--- src/rtl/rx_acc_pkg.sv ---
package rx_acc_pkg;

    localparam int unsigned WORD_W = 32;
    localparam int unsigned LEN_W  = 32;
    localparam int unsigned OFF_W  = 31;

    typedef enum logic [2:0] {
        ST_IDLE,
        ST_ACK,
        ST_DRAIN,
        ST_DONE,
        ST_HOLD
    } acc_state_e;

endpackage

--- src/rtl/rx_acc_ctrl.sv ---
module rx_acc_ctrl
    import rx_acc_pkg::*;
#(
    parameter int unsigned HLEN_W = LEN_W,
    parameter int unsigned HOFF_W = OFF_W
) (
    input  logic              clk,
    input  logic              rst,
    input  logic              req_i,
    input  logic [HLEN_W-1:0] len_i,
    input  logic [HOFF_W-1:0] off_i,
    input  logic              last_i,
    input  logic              take_i,
    input  logic              reached_i,
    input  logic              out_ready_i,
    output logic              ack_o,
    output logic              ren_o,
    output logic              done_o,
    output logic              clear_o,
    output logic [HLEN_W-1:0] len_o,
    output logic [HOFF_W-1:0] off_o,
    output logic              last_o
);

    typedef struct packed {
        acc_state_e        state;
        logic [HLEN_W-1:0] len;
        logic [HOFF_W-1:0] off;
        logic              last;
    } ctrl_t;

    ctrl_t cur_q, cur_d;

    always_comb begin
        cur_d   = cur_q;
        clear_o = 1'b0;
        case (cur_q.state)
            ST_IDLE: begin
                if (req_i) begin
                    cur_d.state = ST_ACK;
                    cur_d.len   = len_i;
                    cur_d.off   = off_i;
                    cur_d.last  = last_i;
                    clear_o     = 1'b1;
                end
            end
            ST_ACK: begin
                cur_d.state = (cur_q.len == '0) ? ST_DONE : ST_DRAIN;
            end
            ST_DRAIN: begin
                if (take_i && reached_i) begin
                    cur_d.state = ST_DONE;
                end
            end
            ST_DONE: begin
                cur_d.state = req_i ? ST_HOLD : ST_IDLE;
            end
            ST_HOLD: begin
                if (!req_i) begin
                    cur_d.state = ST_IDLE;
                end
            end
            default: cur_d.state = ST_IDLE;
        endcase
    end

    always_ff @(posedge clk) begin
        if (rst) begin
            cur_q.state <= ST_IDLE;
            cur_q.len   <= '0;
            cur_q.off   <= '0;
            cur_q.last  <= 1'b0;
        end else begin
            cur_q <= cur_d;
        end
    end

    assign ack_o  = (cur_q.state == ST_ACK);
    assign ren_o  = (cur_q.state == ST_DRAIN) && out_ready_i;
    assign done_o = (cur_q.state == ST_DONE);
    assign len_o  = cur_q.len;
    assign off_o  = cur_q.off;
    assign last_o = cur_q.last;

    // acknowledge lasts exactly one cycle
    p_ack_pulse_r1: assert property (@(posedge clk) disable iff (rst)
        ack_o |=> !ack_o);

    // read-enable never without downstream ready, never while acknowledging
    p_ren_gated_r2: assert property (@(posedge clk) disable iff (rst)
        ren_o |-> (out_ready_i && !ack_o));

    // completion is a single-cycle pulse
    p_done_pulse_r5: assert property (@(posedge clk) disable iff (rst)
        done_o |=> !done_o);

    // zero length completes right after the acknowledge
    p_zero_len_r6: assert property (@(posedge clk) disable iff (rst)
        (ack_o && (len_o == '0)) |=> done_o);

    // a request still high at completion does not start a new transaction
    p_hold_no_ack_r7: assert property (@(posedge clk) disable iff (rst)
        (done_o && req_i) |=> !ack_o);

endmodule

--- src/rtl/rx_acc_tally.sv ---
module rx_acc_tally
    import rx_acc_pkg::*;
#(
    parameter int unsigned WPB    = 2,
    parameter int unsigned CLEN_W = LEN_W
) (
    input  logic              clk,
    input  logic              rst,
    input  logic              clear_i,
    input  logic              step_i,
    input  logic [CLEN_W-1:0] len_i,
    output logic              reached_o,
    output logic [CLEN_W-1:0] rem_o
);

    localparam int unsigned CNT_W = CLEN_W + 1;

    logic [CNT_W-1:0] count_q, count_d;
    logic [CNT_W-1:0] next_sum;
    logic [CNT_W-1:0] len_ext;

    assign len_ext  = {1'b0, len_i};
    assign next_sum = count_q + CNT_W'(WPB);

    always_comb begin
        count_d = count_q;
        if (clear_i) begin
            count_d = '0;
        end else if (step_i) begin
            count_d = next_sum;
        end
    end

    always_ff @(posedge clk) begin
        if (rst) begin
            count_q <= '0;
        end else begin
            count_q <= count_d;
        end
    end

    assign reached_o = (next_sum >= len_ext);
    assign rem_o     = (count_q >= len_ext) ? '0 : CLEN_W'(len_ext - count_q);

    // the count never runs more than one beat past the length
    p_count_bound_r4: assert property (@(posedge clk) disable iff (rst)
        ({1'b0, count_q} <= ({1'b0, len_ext} + (CNT_W + 1)'(WPB))));

endmodule

--- src/rtl/rx_acc_beat_reg.sv ---
module rx_acc_beat_reg
    import rx_acc_pkg::*;
#(
    parameter int unsigned DW     = 64,
    parameter int unsigned BLEN_W = LEN_W
) (
    input  logic              clk,
    input  logic              rst,
    input  logic              load_i,
    input  logic [DW-1:0]     data_i,
    input  logic [BLEN_W-1:0] rem_i,
    output logic [DW-1:0]     data_o,
    output logic [DW/WORD_W-1:0] keep_o,
    output logic              valid_o
);

    localparam int unsigned NW = DW / WORD_W;

    typedef struct packed {
        logic [DW-1:0] data;
        logic [NW-1:0] keep;
        logic          valid;
    } beat_t;

    beat_t beat_q, beat_d;
    logic [NW-1:0] keep_n;

    for (genvar g = 0; g < NW; g++) begin : g_keep
        assign keep_n[g] = (rem_i > BLEN_W'(g));
    end

    always_comb begin
        beat_d       = beat_q;
        beat_d.valid = load_i;
        if (load_i) begin
            beat_d.data = data_i;
            beat_d.keep = keep_n;
        end
    end

    always_ff @(posedge clk) begin
        if (rst) begin
            beat_q <= '0;
        end else begin
            beat_q <= beat_d;
        end
    end

    assign data_o  = beat_q.data;
    assign keep_o  = beat_q.keep;
    assign valid_o = beat_q.valid;

    // a loaded beat is presented in the next cycle, and only then
    p_load_shows_r3: assert property (@(posedge clk) disable iff (rst)
        load_i |=> valid_o);
    p_no_load_quiet_r3: assert property (@(posedge clk) disable iff (rst)
        !load_i |=> !valid_o);

    // a presented beat always keeps its lowest word
    p_keep_low_r4: assert property (@(posedge clk) disable iff (rst)
        valid_o |-> keep_o[0]);

endmodule

--- src/rtl/rx_txn_acceptor.sv ---
module rx_txn_acceptor
    import rx_acc_pkg::*;
#(
    parameter int unsigned DATA_W = 64
) (
    input  logic                     clk,
    input  logic                     rst,
    input  logic                     req_i,
    input  logic [31:0]              len_i,
    input  logic [30:0]              off_i,
    input  logic                     last_i,
    output logic                     ack_o,
    input  logic [DATA_W-1:0]        data_i,
    input  logic                     valid_i,
    output logic                     ren_o,
    input  logic                     out_ready_i,
    output logic [DATA_W-1:0]        out_data_o,
    output logic [DATA_W/32-1:0]     out_keep_o,
    output logic                     out_valid_o,
    output logic                     done_o,
    output logic [30:0]              done_off_o,
    output logic                     done_last_o
);

    localparam int unsigned WPB = DATA_W / WORD_W;

    logic             take;
    logic             reached;
    logic             clear;
    logic [LEN_W-1:0] len_q;
    logic [LEN_W-1:0] rem;

    assign take = valid_i && ren_o;

    rx_acc_ctrl #(
        .HLEN_W (LEN_W),
        .HOFF_W (OFF_W)
    ) ctrl_i (
        .clk         (clk),
        .rst         (rst),
        .req_i       (req_i),
        .len_i       (len_i),
        .off_i       (off_i),
        .last_i      (last_i),
        .take_i      (take),
        .reached_i   (reached),
        .out_ready_i (out_ready_i),
        .ack_o       (ack_o),
        .ren_o       (ren_o),
        .done_o      (done_o),
        .clear_o     (clear),
        .len_o       (len_q),
        .off_o       (done_off_o),
        .last_o      (done_last_o)
    );

    rx_acc_tally #(
        .WPB    (WPB),
        .CLEN_W (LEN_W)
    ) tally_i (
        .clk       (clk),
        .rst       (rst),
        .clear_i   (clear),
        .step_i    (take),
        .len_i     (len_q),
        .reached_o (reached),
        .rem_o     (rem)
    );

    rx_acc_beat_reg #(
        .DW     (DATA_W),
        .BLEN_W (LEN_W)
    ) beat_i (
        .clk     (clk),
        .rst     (rst),
        .load_i  (take),
        .data_i  (data_i),
        .rem_i   (rem),
        .data_o  (out_data_o),
        .keep_o  (out_keep_o),
        .valid_o (out_valid_o)
    );

    // every taken beat is forwarded in the next cycle
    p_take_forwarded_r3: assert property (@(posedge clk) disable iff (rst)
        (valid_i && ren_o) |=> out_valid_o);

    // no read-enable once the transaction has completed
    p_ren_off_at_done_r5: assert property (@(posedge clk) disable iff (rst)
        done_o |-> !ren_o);

endmodule

--- config.mk ---
export PLATFORM = sky130hd
export DESIGN_NAME = rx_txn_acceptor
export DESIGN_NICKNAME = d
export VERILOG_FILES = /design/src/rtl/rx_acc_pkg.sv /design/src/rtl/rx_acc_ctrl.sv /design/src/rtl/rx_acc_tally.sv /design/src/rtl/rx_acc_beat_reg.sv /design/src/rtl/rx_txn_acceptor.sv
export SDC_FILE = /design/constraint.sdc
export NUM_CORES = 1
export LEC_CHECK = 0
export BUFFER_PORTS_ARGS = -buffer_cell sky130_fd_sc_hd__buf_2
export CELL_PAD_IN_SITES_DETAIL_PLACEMENT = 0
export CELL_PAD_IN_SITES_GLOBAL_PLACEMENT = 1
export CORE_MARGIN = 4
export CORE_UTILIZATION = 40
export DETAILED_ROUTE_END_ITERATION = 8
export GPL_TIMING_DRIVEN = 0
export MAX_ROUTING_LAYER = met4
export PLACE_DENSITY_LB_ADDON = 0.1
export SYNTH_ARGS = -nofsm -noshare
export SYNTH_HDL_FRONTEND = slang
export SYNTH_SLANG_ARGS = --single-unit
--- constraint.sdc ---
create_clock -name clk -period 11.2 [get_ports clk]
set_input_delay 1.12 -clock clk [delete_from_list [all_inputs] [get_ports clk]]
set_output_delay 1.12 -clock clk [all_outputs]
set_load 0.005 [all_outputs]
## After elaboration in Yosys (flattened, before gate mapping)

Index checks and enable logic that the tools add are counted.

| storage, ports and cells | value |
|---|---|
| register bits | 167 |
| input bits | 133 |
| output and inout bits | 102 |
| logic and storage cells | 38 |

| cells by class | value |
|---|---|
| add/subtract/negate cells | 2 |
| $lt $le $gt $ge | 4 |
| equality and inequality tests | 7 |
| mux-type cells | 9 |
| reductions and logical operators | 8 |

Operator list:

| operator | number |
|---|---|
| $mux W67 | 1 |
| $ge A33 B32 Y1 | 2 |
| $gt A32 B1 Y1 const B | 2 |
| $add A33 B2 Y33 const B | 1 |
| $logic_not A32 Y1 | 1 |
| $mux W32 | 1 |
| $sub A32 B32 Y32 | 1 |
| $pmux W3 S5 | 1 |
| $mux W3 | 3 |
| $eq A3 B2 Y1 const B | 2 |
| $ne A2 B2 Y1 const B | 2 |
| $eq A3 B1 Y1 const B | 1 |
| $eq A3 B3 Y1 const B | 1 |
| $logic_and A1 B1 Y1 | 3 |
| $logic_not A3 Y1 | 1 |
| $mux W1 | 3 |
| $reduce_and A3 Y1 | 1 |
| $ne A2 B1 Y1 const B | 1 |
| $reduce_and A2 Y1 | 1 |
| $reduce_or A2 Y1 | 1 |

## Longest topological paths before layout

Gate-level depths: netlist of run 1.

| depth | value |
|---|---|
| word-level depth | 6 |
| depth in mapped cells | 18 |
| depth with buffers taken out | 17 |

## Cells and area by module

A second synthesis of run 1 with hierarchy kept.

| second synthesis, totals | value |
|---|---|
| cell total of the unflattened synthesis | 1,318 |
| area total of the unflattened synthesis | 10,667.7 µm² |

Modules (own cells, without submodules):

| module | times used | cells an instance | area an instance (µm²) | seq. area each (µm²) |
|---|---|---|---|---|
| rx_acc_tally | 1 | 718 | 5,251.3 | 640.6 |
| rx_acc_ctrl | 1 | 373 | 2,960.3 | 1,341.3 |
| rx_acc_beat_reg | 1 | 226 | 2,449.8 | 1,341.3 |
| rx_txn_acceptor | 1 | 1 | 6.3 | 0.0 |

## Worst setup path before layout of run 1

OpenSTA, ideal clock, no wires.

| timing path | value |
|---|---|
| path kind | register to register |
| from | register tally_i.count_q[1] |
| to | register ctrl_i.cur_q[64] in the netlist's numbering |
| setup time | 0.131 ns |
| data arrival time | 3.696 ns |
| required time | 11.069 ns |
| setup slack | 7.373 ns |
| cell stages (with the launch flop) | 16 |
| path buffers | 2 |
| clock period less this slack | 3.827 ns |
| path through | dfxtp_1 > and3_1 > nand3_1 > or4_1 > buf_2 > or4_4 > buf_6 > xnor2_1 > ha_1 > a21o_1 > a21o_1 > a211oi_1 > o31ai_1 > a221o_1 > a211oi_1 > nor4_2 |

| between the ends | value |
|---|---|
| cells in the longest elaborated chain, start to end | 5 |

Ends and longest elaborated chain:

| what | RTL line | source |
|---|---|---|
| start: declaration | rx_acc_tally.sv:18 | `logic [CNT_W-1:0] count_q, count_d;` |
| start signal: assignment | rx_acc_tally.sv:38 | `count_q <= count_d;` |
| $add A33 B2 Y33 | rx_acc_tally.sv:23 | `assign next_sum = count_q + CNT_W'(WPB);` |
| named net tally_i.next_sum[22] | rx_acc_tally.sv:19 | `logic [CNT_W-1:0] next_sum;` |
| $ge A33 B32 Y1 | rx_acc_tally.sv:42 | `assign reached_o = (next_sum >= len_ext);` |
| $logic_and A1 B1 Y1 | rx_acc_ctrl.sv:51 | `if (take_i && reached_i) begin` |
| $ne A2 B1 Y1 (no source line) | - |  |
| $reduce_and A3 Y1 (no source line) | - |  |
| end signal: assignment | rx_acc_ctrl.sv:74 | `cur_q <= cur_d;` |
| end: declaration | rx_acc_ctrl.sv:32 | `ctrl_t cur_q, cur_d;` |

The timed path passes the listed nets, and every way through them passes these cells.
A chain may end at the register's enable or synchronous reset.

## Worst setup path after layout of run 1

Ends and elaborated chain as after synthesis.

==> results.py, run 1 <==
metrics = {
    "global_routing": {
        "antenna_found_initial": 12,
        "use_met1": 0.304,
        "gr-max-usage-layer": "met2",
        "grt_pass1_wl_um": 54200,
        "grt_pass1_vias": 9958,
        "overflow": 0,
        "track_usage": 0.250,
        "grt_max_degree": 20,
        "gr-usage-met3": 0.0656,
        "use_met2": 0.413,
    },
    "drt": {
        "drt-total-wl_um": 35200,
        "wl_per_cell_um": 17.9,
        "drtIter0Drc": 591,
        "drc": 0,
        "dr.pass1.iters": 5,
        "antenna_left": 0,
        "vias": 10100,
        "viasPerCell": 5.16,
    },
    "critical_path": {
        "critPathBufInv": 1,
        "slowest_delay_ns": 0.79,
        "cp_common_cell": "nand2_1",
        "cpLargestDelayFamily": "compound AO/OA/AOI/OAI gates",
        "path_class": "register to register",
        "end_kind": "register",
        "crit_chain": "ha_1 > and3_1 > and3_1 > clkbuf_1 > nand2_1 > nor3_1 > nand2_1 > xnor2_1 > ha_1 > nand4_1 > nor2_1 > nand2_1 > nand2_1 > a2111oi_0 > o31ai_1 > a221o_1 > a211oi_1 > nor4_2",
        "critPathSlowestCell": "a2111oi_0",
        "crit_end": "ctrl_i.cur_q[64]$_SDFFE_PP0P_",
        "worst-endpoint-required_ns": 11.49,
        "path_max_fanout": 6,
        "startpoint": "tally_i.count_q[1]$_SDFFE_PP0P_",
        "r2r_cells": 18,
        "cp-start-kind": "register",
        "reg2reg_from": "tally_i.count_q[1]$_SDFFE_PP0P_",
        "cp.depth": 18,
        "reg2reg_setup_slack_ns": 6.14,
        "cp.arrival_ns": 5.35,
        "r2r-end": "ctrl_i.cur_q[64]$_SDFFE_PP0P_",
    },
    "clocking": {
        "cts_buffer_depth": 2,
        "cts-resized-gates": 0,
        "clock_latency_ns": 0.43,
        "clk_pin_slew_ns": 0.08,
        "cts_tree": "done",
        "numCtsBuffers": 17,
        "hold_buffers": 0,
        "root_buffer": "clkbuf_16",
        "h-tree-depth": 4,
        "post_cts_buffers": 0,
        "cts_num_sinks": 166,
    },
    "timing": {
        "finalClockSkew_ns": 0.0113,
        "hold_viol": 0,
        "post-route-period-util": 0.452,
        "fin_tns_setup_ns": 0,
        "final.min_clock_period_ns": 5.06,
        "grt_setup_unrepaired": "false",
        "relSlewSlack": 0.172,
        "holdWs_ns": 0.453,
        "setup_violations": 0,
        "fin_ws_ns": 6.14,
        "tightest_slew_ns": 1.23,
        "slew_violations": 0,
        "clock.fmax_mhz": 198,
    },
    "power_and_ir_drop": {
        "power.density_mw_per_mm2": 138,
        "max-vdd-ir-drop_mv": 0.0929,
        "leakage_uw": 0.00540,
    },
    "logic_synthesis": {
        "syn-cell-area_mm2": 0.0102,
        "syn-instance-count": 1355,
        "ys_warn_count": 0,
        "ys.flop_type": "dfxtp_1",
        "ys_ff_latch": 166,
        "post-synth-top-count-cell": "nand2_1",
        "synth_nets": 1582,
        "async_flop_share": 0,
        "synthTopCellsByArea": "dfxtp_1, nand2_1, ha_1",
        "syn_avg_cell_area_um2": 7.50,
        "ys_top_cells_by_count": "nand2_1, a21oi_1, dfxtp_1, ha_1, inv_1",
        "ys_seq_area_frac": 0.327,
        "yosys.area.top_type": "dfxtp_1",
        "yosys.area.top_type_share": 0.327,
        "synthDistinctLibCells": 64,
        "synth-edff-count": 0,
    },
    "hold_path": {
        "hp-class": "register to register",
    },
    "final_layout": {
        "synthToLayoutAreaGrowth_pct": 21.9,
        "nets": 1834,
        "multi_input_area_mm2": 0.00603,
        "drive_above_1_share": 0.196,
        "final_core_util": 0.493,
        "stdcell_count": 1963,
        "fillers": 2653,
        "register_area_mm2": 0.00332,
    },
    "status": {
        "status": "completed",
    },
    "floorplanning": {
        "dieArea_mm2": 0.0280,
        "rows": 58,
        "dieHeight_um": 167,
        "die_x_um": 167,
        "core_mm2": 0.0251,
        "ios": 235,
        "initial_core_util": 0.404,
    },
    "flow_run": {
        "max-cap-violations": 0,
    },
    "place": {
        "portBuffers": 233,
        "post-dp-hpwl_um": 28200,
        "placed_cells": 1918,
        "pre_cts_slack_ns": 6.20,
        "gp_congestion": 0.883,
    },
}
stage by stage:
| stage | area [um2] | total power, uW |
|---|---|---|
| floorplan | 10200 | 956 |
| global placement | 11700 | 1110 |
| detailed placement | 11700 | 1110 |
| CTS | 12400 | 1720 |
| global route | 12400 | 1790 |
| finish | 12400 | 1710 |
area by class of cell:
cell class,instances,share of cell area
Multi-Input combinational cell,1012,0.487
Inverter,68,0.0206
Sequential cell,166,0.268
Clock buffer,18,0.0355
Buffer,109,0.0439
Clock inverter,14,0.0143
Timing Repair Buffer,233,0.0942
Antenna cell,13,0.00263
Tap cell,330,0.0333
where the power goes:
part	internal, uW	total (uW)	switching, uW
combinational	181	460	279
sequential	618	643	25.4
clock	310	604	295
total	1110	1710	599
registers in the layout, summed over array words and instances (netlist names):
name	count
ctrl_i.off_o	31
tally_i.count_q	32
ctrl_i.len_o	32
beat_i.keep_o	2
beat_i.data_o	64
ctrl_i.last_o	1
beat_i.valid_o	1
ctrl_i.cur_q	3
cells in the final DEF (no fill, tap or decap), types with 42 or more instances in the layout:
| cell | Yosys | layout |
|---|---|---|
| ha_1 | 93 | 93 |
| inv_1 | 68 | 68 |
| nand2_1 | 320 | 320 |
| dfxtp_1 | 166 | 166 |
| a21oi_1 | 188 | 188 |
| buf_2 | 8 | 241 |
| o21ai_0 | 42 | 42 |
| clkbuf_1 | 66 | 66 |
| nor2_1 | 65 | 65 |
| xnor2_1 | 61 | 61 |
how the worst min path moves through the flow:
stage,startpoint,endpoint,slack (ns),cells after the start
6_report,beat_i.data_o[48]$_SDFFE_PP0P_,beat_i.data_o[48]$_SDFFE_PP0P_,0.45,2
2_1_floorplan,ctrl_i.off_o[0]$_SDFFE_PP0P_,ctrl_i.off_o[0]$_SDFFE_PP0P_,0.44,2
5_1_grt,beat_i.data_o[17]$_SDFFE_PP0P_,beat_i.data_o[17]$_SDFFE_PP0P_,0.47,2
4_1_cts,beat_i.data_o[12]$_SDFFE_PP0P_,beat_i.data_o[12]$_SDFFE_PP0P_,0.45,2
3_3_place_gp,beat_i.data_o[13]$_SDFFE_PP0P_,beat_i.data_o[13]$_SDFFE_PP0P_,0.44,2
3_5_place_dp,beat_i.data_o[12]$_SDFFE_PP0P_,beat_i.data_o[12]$_SDFFE_PP0P_,0.44,2
worst min-delay path: stages, from the launching register on:
cell and delay (ns):
dfxtp_1 0.31, nand2_1 0.05, a21oi_1 0.05
logic make-up (layout without fill, tap and decap cells):
family,after synthesis,after routing,share of synthesized area
adder cells (fa/ha/maj),94,94,0.117
XOR/XNOR,70,70,0.0604
multiplexers,5,5,0.00493
buffers and inverters,177,442,0.0787
flip-flops,166,166,0.327
AND/OR/NAND/NOR,524,524,0.229
other,0,13,0
AO/OA/AOI/OAI,319,319,0.183
metal layers:
layer / share of wire / up-vias
li1: - / 5123
met1: 0.43 / 4683
met2: 0.48 / 289
met5: 0 / -
met3: 0.069 / 34
met4: 0.022 / 0
Power figures use the tool's default switching activity.
==> run 2: changes to the inputs <==
--- a/config.mk
+++ b/config.mk
@@ -5,11 +5,12 @@
 export SDC_FILE = /design/constraint.sdc
 export NUM_CORES = 1
 export LEC_CHECK = 0
+export ABC_AREA = 1
 export BUFFER_PORTS_ARGS = -buffer_cell sky130_fd_sc_hd__buf_2
 export CELL_PAD_IN_SITES_DETAIL_PLACEMENT = 0
 export CELL_PAD_IN_SITES_GLOBAL_PLACEMENT = 1
 export CORE_MARGIN = 4
-export CORE_UTILIZATION = 40
+export CORE_UTILIZATION = 39
 export DETAILED_ROUTE_END_ITERATION = 8
 export GPL_TIMING_DRIVEN = 0
 export MAX_ROUTING_LAYER = met4
==> constraint.sdc (replaced) <==
create_clock -name clk -period 5.26 [get_ports clk]
set_input_delay 0.526 -clock clk [delete_from_list [all_inputs] [get_ports clk]]
set_output_delay 0.526 -clock clk [all_outputs]
set_load 0.005 [all_outputs]
==> results.py, run 2 <==
metrics = {
    "status": {
        "status": "completed",
    },
    "global_routing": {
        "track_usage": 0.248,
        "grt_pass1_wl_um": 58500,
        "grt_pass1_vias": 10800,
        "overflow": 0,
        "grt_max_degree": 17,
        "antenna_found_initial": 7,
    },
    "logic_synthesis": {
        "async_flop_share": 0,
        "ys.flop_type": "dfxtp_1",
        "synth-edff-count": 0,
        "syn-cell-area_mm2": 0.0108,
        "syn_avg_cell_area_um2": 6.46,
        "syn-instance-count": 1675,
        "ys_top_cells_by_count": "nand2_1, inv_1, a21oi_1, dfxtp_1, nor2_1",
        "ys_warn_count": 0,
        "yosys.area.top_type": "dfxtp_1",
        "ys_seq_area_frac": 0.307,
        "synthTopCellsByArea": "dfxtp_1, nand2_1, ha_1",
        "ys_ff_latch": 166,
        "yosys.area.top_type_share": 0.307,
        "synth_nets": 1902,
        "post-synth-top-count-cell": "nand2_1",
        "synthDistinctLibCells": 40,
    },
    "critical_path": {
        "end_kind": "register",
        "cp_common_cell": "nand2_1",
        "slowest_delay_ns": 0.44,
        "crit_end": "ctrl_i.cur_q[64]$_SDFFE_PP0P_",
        "r2r_cells": 28,
        "path_max_fanout": 5,
        "cp-start-kind": "register",
        "worst-endpoint-required_ns": 5.63,
        "startpoint": "tally_i.count_q[1]$_SDFFE_PP0P_",
        "path_class": "register to register",
        "reg2reg_from": "tally_i.count_q[1]$_SDFFE_PP0P_",
        "critPathSlowestCell": "dfxtp_1",
        "r2r-end": "ctrl_i.cur_q[64]$_SDFFE_PP0P_",
        "cp.arrival_ns": 4.10,
        "reg2reg_setup_slack_ns": 1.52,
    },
    "clocking": {
        "root_buffer": "clkbuf_16",
        "cts_buffer_depth": 2,
        "hold_buffers": 0,
        "cts_num_sinks": 166,
        "h-tree-depth": 4,
        "clock_latency_ns": 0.43,
        "cts-resized-gates": 0,
        "numCtsBuffers": 17,
        "clk_pin_slew_ns": 0.07,
        "cts_tree": "done",
        "post_cts_buffers": 0,
    },
    "place": {
        "pre_cts_slack_ns": 1.51,
        "gp_congestion": 0.919,
        "post-dp-hpwl_um": 30700,
        "portBuffers": 233,
    },
    "timing": {
        "fin_ws_ns": 1.52,
        "slew_violations": 0,
        "tightest_slew_ns": 0.835,
        "fin_tns_setup_ns": 0,
        "final.min_clock_period_ns": 3.74,
        "post-route-period-util": 0.710,
        "grt_setup_unrepaired": "false",
        "setup_violations": 0,
        "hold_viol": 0,
        "finalClockSkew_ns": 0.0162,
        "relSlewSlack": 0.439,
        "clock.fmax_mhz": 268,
    },
    "flow_run": {
        "max-cap-violations": 0,
    },
    "drt": {
        "viasPerCell": 4.80,
        "drtIter0Drc": 627,
        "antenna_left": 0,
        "dr.pass1.iters": 5,
        "drc": 0,
        "wl_per_cell_um": 16.1,
        "drt-total-wl_um": 37400,
        "vias": 11100,
    },
    "hold_path": {
        "hp-class": "input pin to register",
    },
    "floorplanning": {
        "core_mm2": 0.0271,
        "rows": 60,
        "dieArea_mm2": 0.0305,
        "die_x_um": 175,
        "ios": 235,
        "dieHeight_um": 175,
        "initial_core_util": 0.399,
    },
    "final_layout": {
        "drive_above_1_share": 0.165,
        "final_cell_mix": "nand2_1, buf_2, inv_1, a21oi_1, dfxtp_1",
        "fillers": 2952,
        "nets": 2154,
        "largest_reg_flops": 64,
        "synthToLayoutAreaGrowth_pct": 20.8,
        "final_common_cell": "nand2_1",
    },
    "power_and_ir_drop": {
        "max-vdd-ir-drop_mv": 0.208,
        "power.density_mw_per_mm2": 303,
        "leakage_uw": 0.00690,
    },
}
run 2: per-stage QoR:
stage | total power [uW] | cell area, um2 | util | hold slack, ns | instances
2_1_floorplan | 2270 | 10800 | - | 0.462 | 1675
3_3_place_gp | 2670 | 12500 | 0.460 | 0.448 | 2280
3_5_place_dp | 2670 | 12500 | 0.460 | 0.452 | 2280
4_1_cts | 3990 | 13100 | 0.482 | 0.305 | 2311
5_1_grt | 4220 | 13100 | 0.483 | 0.316 | 2318
6_report | 3960 | 13100 | 0.483 | 0.316 | 2318
run 2: worst min path at each step:
stage                              startpoint                             end  slack (ns)  depth (start not counted)
2_1_floorplan   beat_i.data_o[0]$_SDFFE_PP0P_   beat_i.data_o[0]$_SDFFE_PP0P_        0.46                          2
3_3_place_gp   beat_i.data_o[29]$_SDFFE_PP0P_  beat_i.data_o[29]$_SDFFE_PP0P_        0.45                          2
3_5_place_dp   beat_i.data_o[37]$_SDFFE_PP0P_  beat_i.data_o[37]$_SDFFE_PP0P_        0.45                          2
4_1_cts                             off_i[22]   ctrl_i.off_o[22]$_SDFFE_PP0P_        0.30                          3
5_1_grt                             off_i[16]   ctrl_i.off_o[16]$_SDFFE_PP0P_        0.32                          3
6_report                            off_i[16]   ctrl_i.off_o[16]$_SDFFE_PP0P_        0.32                          3
run 2: critical path, delay by kind of cell, from the launching register on:
| family | cells | cell delay, ns |
|---|---|---|
| buf+inv | 3 | 0.19 |
| fa+ha+maj | 2 | 0.52 |
| simple gates | 23 | 2.53 |
| flops | 1 | 0.44 |
run 2: metal layers:
metal | global-route usage | vias to the layer above | wire length, um
li1 | - | 5781 | -
met1 | 0.304 | 5042 | 16500
met2 | 0.415 | 275 | 17800
met3 | 0.0586 | 32 | 2420
met4 | 0.0612 | 0 | 684
met5 | - | - | 0
run 2: where the power goes:
part | leakage, uW | switching [uW] | internal [uW] | total, uW
registers | 0.00135 | 45.1 | 1330 | 1380
logic | 0.00526 | 829 | 442 | 1270
clock network | 0.000287 | 555 | 756 | 1310
run 2: cell families after synthesis:
group	share of synthesized area
compound gates	0.146
xor+xnor	0.0267
fa+ha+maj	0.109
buf+inv	0.125
flops	0.307
simple gates	0.286
run 2: cell type report:
cell class | count | area [um2] | area share
multi-input cells | 1183 | 6150 | 0.471
diodes | 7 | 17.5 | 0.00134
plain buffers | 83 | 438 | 0.0335
inverters | 243 | 912 | 0.0697
clock buffers | 19 | 433 | 0.0331
clock inverters | 12 | 169 | 0.0129
flip-flops and latches | 166 | 3320 | 0.254
repair buffers | 233 | 1170 | 0.0892
well taps | 372 | 465 | 0.0356
==> run 3: changes to the inputs <==
--- a/config.mk
+++ b/config.mk
@@ -5,12 +5,12 @@
 export SDC_FILE = /design/constraint.sdc
 export NUM_CORES = 1
 export LEC_CHECK = 0
-export ABC_AREA = 1
+export ABC_AREA = 0
 export BUFFER_PORTS_ARGS = -buffer_cell sky130_fd_sc_hd__buf_2
 export CELL_PAD_IN_SITES_DETAIL_PLACEMENT = 0
 export CELL_PAD_IN_SITES_GLOBAL_PLACEMENT = 1
 export CORE_MARGIN = 4
-export CORE_UTILIZATION = 39
+export CORE_UTILIZATION = 36
 export DETAILED_ROUTE_END_ITERATION = 8
 export GPL_TIMING_DRIVEN = 0
 export MAX_ROUTING_LAYER = met4
==> constraint.sdc (replaced) <==
create_clock -name clk -period 3.02 [get_ports clk]
set_input_delay 0.302 -clock clk [delete_from_list [all_inputs] [get_ports clk]]
set_output_delay 0.302 -clock clk [all_outputs]
set_load 0.005 [all_outputs]
==> results.py, run 3 (synthesis results as in run 1) <==
metrics = {
    "global_routing": {
        "grt_max_degree": 20,
        "grt_pass1_vias": 10100,
        "grt_pass1_wl_um": 56000,
        "track_usage": 0.237,
        "overflow": 0,
        "antenna_found_initial": 10,
    },
    "drt": {
        "dr.pass1.iters": 5,
        "wl_per_cell_um": 18.0,
        "drtIter0Drc": 687,
        "drt-total-wl_um": 36400,
        "drc": 0,
        "viasPerCell": 5.02,
        "antenna_left": 0,
        "vias": 10100,
    },
    "hold_path": {
        "min-delay-start": "data_i[14]",
        "hold_end": "beat_i.data_o[14]$_SDFFE_PP0P_",
        "hp-class": "input pin to register",
        "min_path_cells": 3,
    },
    "clocking": {
        "h-tree-depth": 4,
        "cts_buffer_depth": 2,
        "cts_num_sinks": 166,
        "clock_latency_ns": 0.44,
        "root_buffer": "clkbuf_16",
        "clk_pin_slew_ns": 0.08,
        "numCtsBuffers": 17,
        "cts_tree": "done",
    },
    "floorplanning": {
        "dieArea_mm2": 0.0310,
        "rows": 61,
        "initial_core_util": 0.366,
        "dieHeight_um": 176,
        "core_mm2": 0.0278,
        "die_x_um": 176,
        "ios": 235,
    },
    "power_and_ir_drop": {
        "power.density_mw_per_mm2": 500,
        "max-vdd-ir-drop_mv": 0.287,
        "leakage_uw": 0.00563,
    },
    "timing": {
        "grt_setup_unrepaired": "true",
        "finalClockSkew_ns": 0.0190,
        "relSlewSlack": 0.447,
        "clock.fmax_mhz": 272,
        "fin_tns_setup_ns": -1.63,
        "post-route-period-util": 1.22,
        "setup_violations": 3,
        "holdWs_ns": 0.0926,
        "fin_ws_ns": -0.661,
        "hold_viol": 0,
        "slew_violations": 0,
        "final.min_clock_period_ns": 3.68,
        "tightest_slew_ns": 0.825,
    },
    "status": {
        "status": "finished with violations",
        "violations": "negative setup slack",
    },
    "final_layout": {
        "synthToLayoutAreaGrowth_pct": 27.1,
        "stdcell_count": 2020,
        "nets": 1845,
        "largest_reg_flops": 64,
        "final_core_util": 0.465,
        "final_cell_mix": "nand2_1, buf_2, a21oi_1, dfxtp_1, ha_1",
        "drive_above_1_share": 0.252,
        "final_common_cell": "nand2_1",
    },
    "flow_run": {
        "max-cap-violations": 0,
    },
    "critical_path": {
        "crit_chain": "and3_4 > nand3_4 > or4_4 > or4_4 > nor2_4 > buf_12 > nand3_2 > xnor2_1 > ha_1 > a21o_1 > a21o_1 > a221o_1 > a211oi_4 > nor4_2",
        "worst-endpoint-required_ns": 3.31,
        "cp-start-kind": "register",
        "path_class": "register to register",
        "cp.arrival_ns": 3.97,
        "reg2reg_from": "tally_i.count_q[3]$_SDFFE_PP0P_",
        "slowest_delay_ns": 0.50,
        "r2r_cells": 14,
        "end_kind": "register",
        "critPathSlowestCell": "or4_4",
        "reg2reg_setup_slack_ns": -0.66,
        "r2r-end": "ctrl_i.cur_q[64]$_SDFFE_PP0P_",
        "path_max_fanout": 5,
    },
    "place": {
        "placed_cells": 1966,
        "post-dp-hpwl_um": 28700,
        "portBuffers": 233,
        "gp_congestion": 0.884,
    },
}
## run 3: final cells by class
class	count	area [um2]
diodes	11	27.5
plain buffers	97	505
clock buffers	17	425
clock inverters	15	178
fillers	2957	14900
inverters	68	258
multi-input cells	1012	6330
flip-flops and latches	166	3360
well taps	378	473
repair buffers	256	1360
## run 3: worst max-delay path by stage
stage / slack (ns) / cells after the start / endpoint / startpoint
finish: -0.66 / 14 / ctrl_i.cur_q[64]$_SDFFE_PP0P_ / tally_i.count_q[3]$_SDFFE_PP0P_
CTS: -0.88 / 13 / ctrl_i.cur_q[64]$_SDFFE_PP0P_ / tally_i.count_q[7]$_SDFFE_PP0P_
floorplan: -0.49 / 15 / ctrl_i.cur_q[64]$_SDFFE_PP0P_ / tally_i.count_q[9]$_SDFFE_PP0P_
global placement: -1.74 / 18 / ctrl_i.cur_q[64]$_SDFFE_PP0P_ / tally_i.count_q[1]$_SDFFE_PP0P_
detailed placement: -1.73 / 18 / ctrl_i.cur_q[64]$_SDFFE_PP0P_ / tally_i.count_q[1]$_SDFFE_PP0P_
global route: -0.76 / 14 / ctrl_i.cur_q[64]$_SDFFE_PP0P_ / tally_i.count_q[7]$_SDFFE_PP0P_
## run 3: through the flow
| stage | instance area [um2] | power, uW | setup slack, ns |
|---|---|---|---|
| floorplan | 10200 | 3550 | -0.489 |
| global placement | 11800 | 4140 | -1.74 |
| detailed placement | 11800 | 4130 | -1.73 |
| CTS | 12700 | 6460 | -0.877 |
| global route | 12900 | 6800 | -0.762 |
| finish | 12900 | 6450 | -0.661 |
## run 3: routing by layer
| metal | vias to the layer above | track usage | wire (um) |
|---|---|---|---|
| met1 | 4666 | 0.293 | 16100 |
| met4 | 0 | 0.0621 | 702 |
| met2 | 283 | 0.386 | 17100 |
| met5 | - | - | 0 |
| met3 | 44 | 0.0660 | 2490 |
| li1 | 5138 | - | - |
## run 3: where the power goes
group	switching, uW	internal (uW)
clock	1100	1120
combinational	1110	741
sequential	96.4	2290
## run 3: what timing repair did
action	in CTS	in global routing
resized for setup	50	38
hold buffers	0	0
endpoints found under the setup margin	7	12
pin swaps	16	19
hold endpoints to repair	0	0
buffers inserted	16	7
## run 3: worst max-delay path, delay by kind of cell, from the launching register on
kind | cells | cell delay, ns
AND/OR/NAND/NOR | 7 | 1.59
AO/OA/AOI/OAI | 4 | 0.98
flip-flops | 1 | 0.38
adder cells (fa/ha/maj) | 1 | 0.32
XOR/XNOR | 1 | 0.14
buffers and inverters | 1 | 0.12
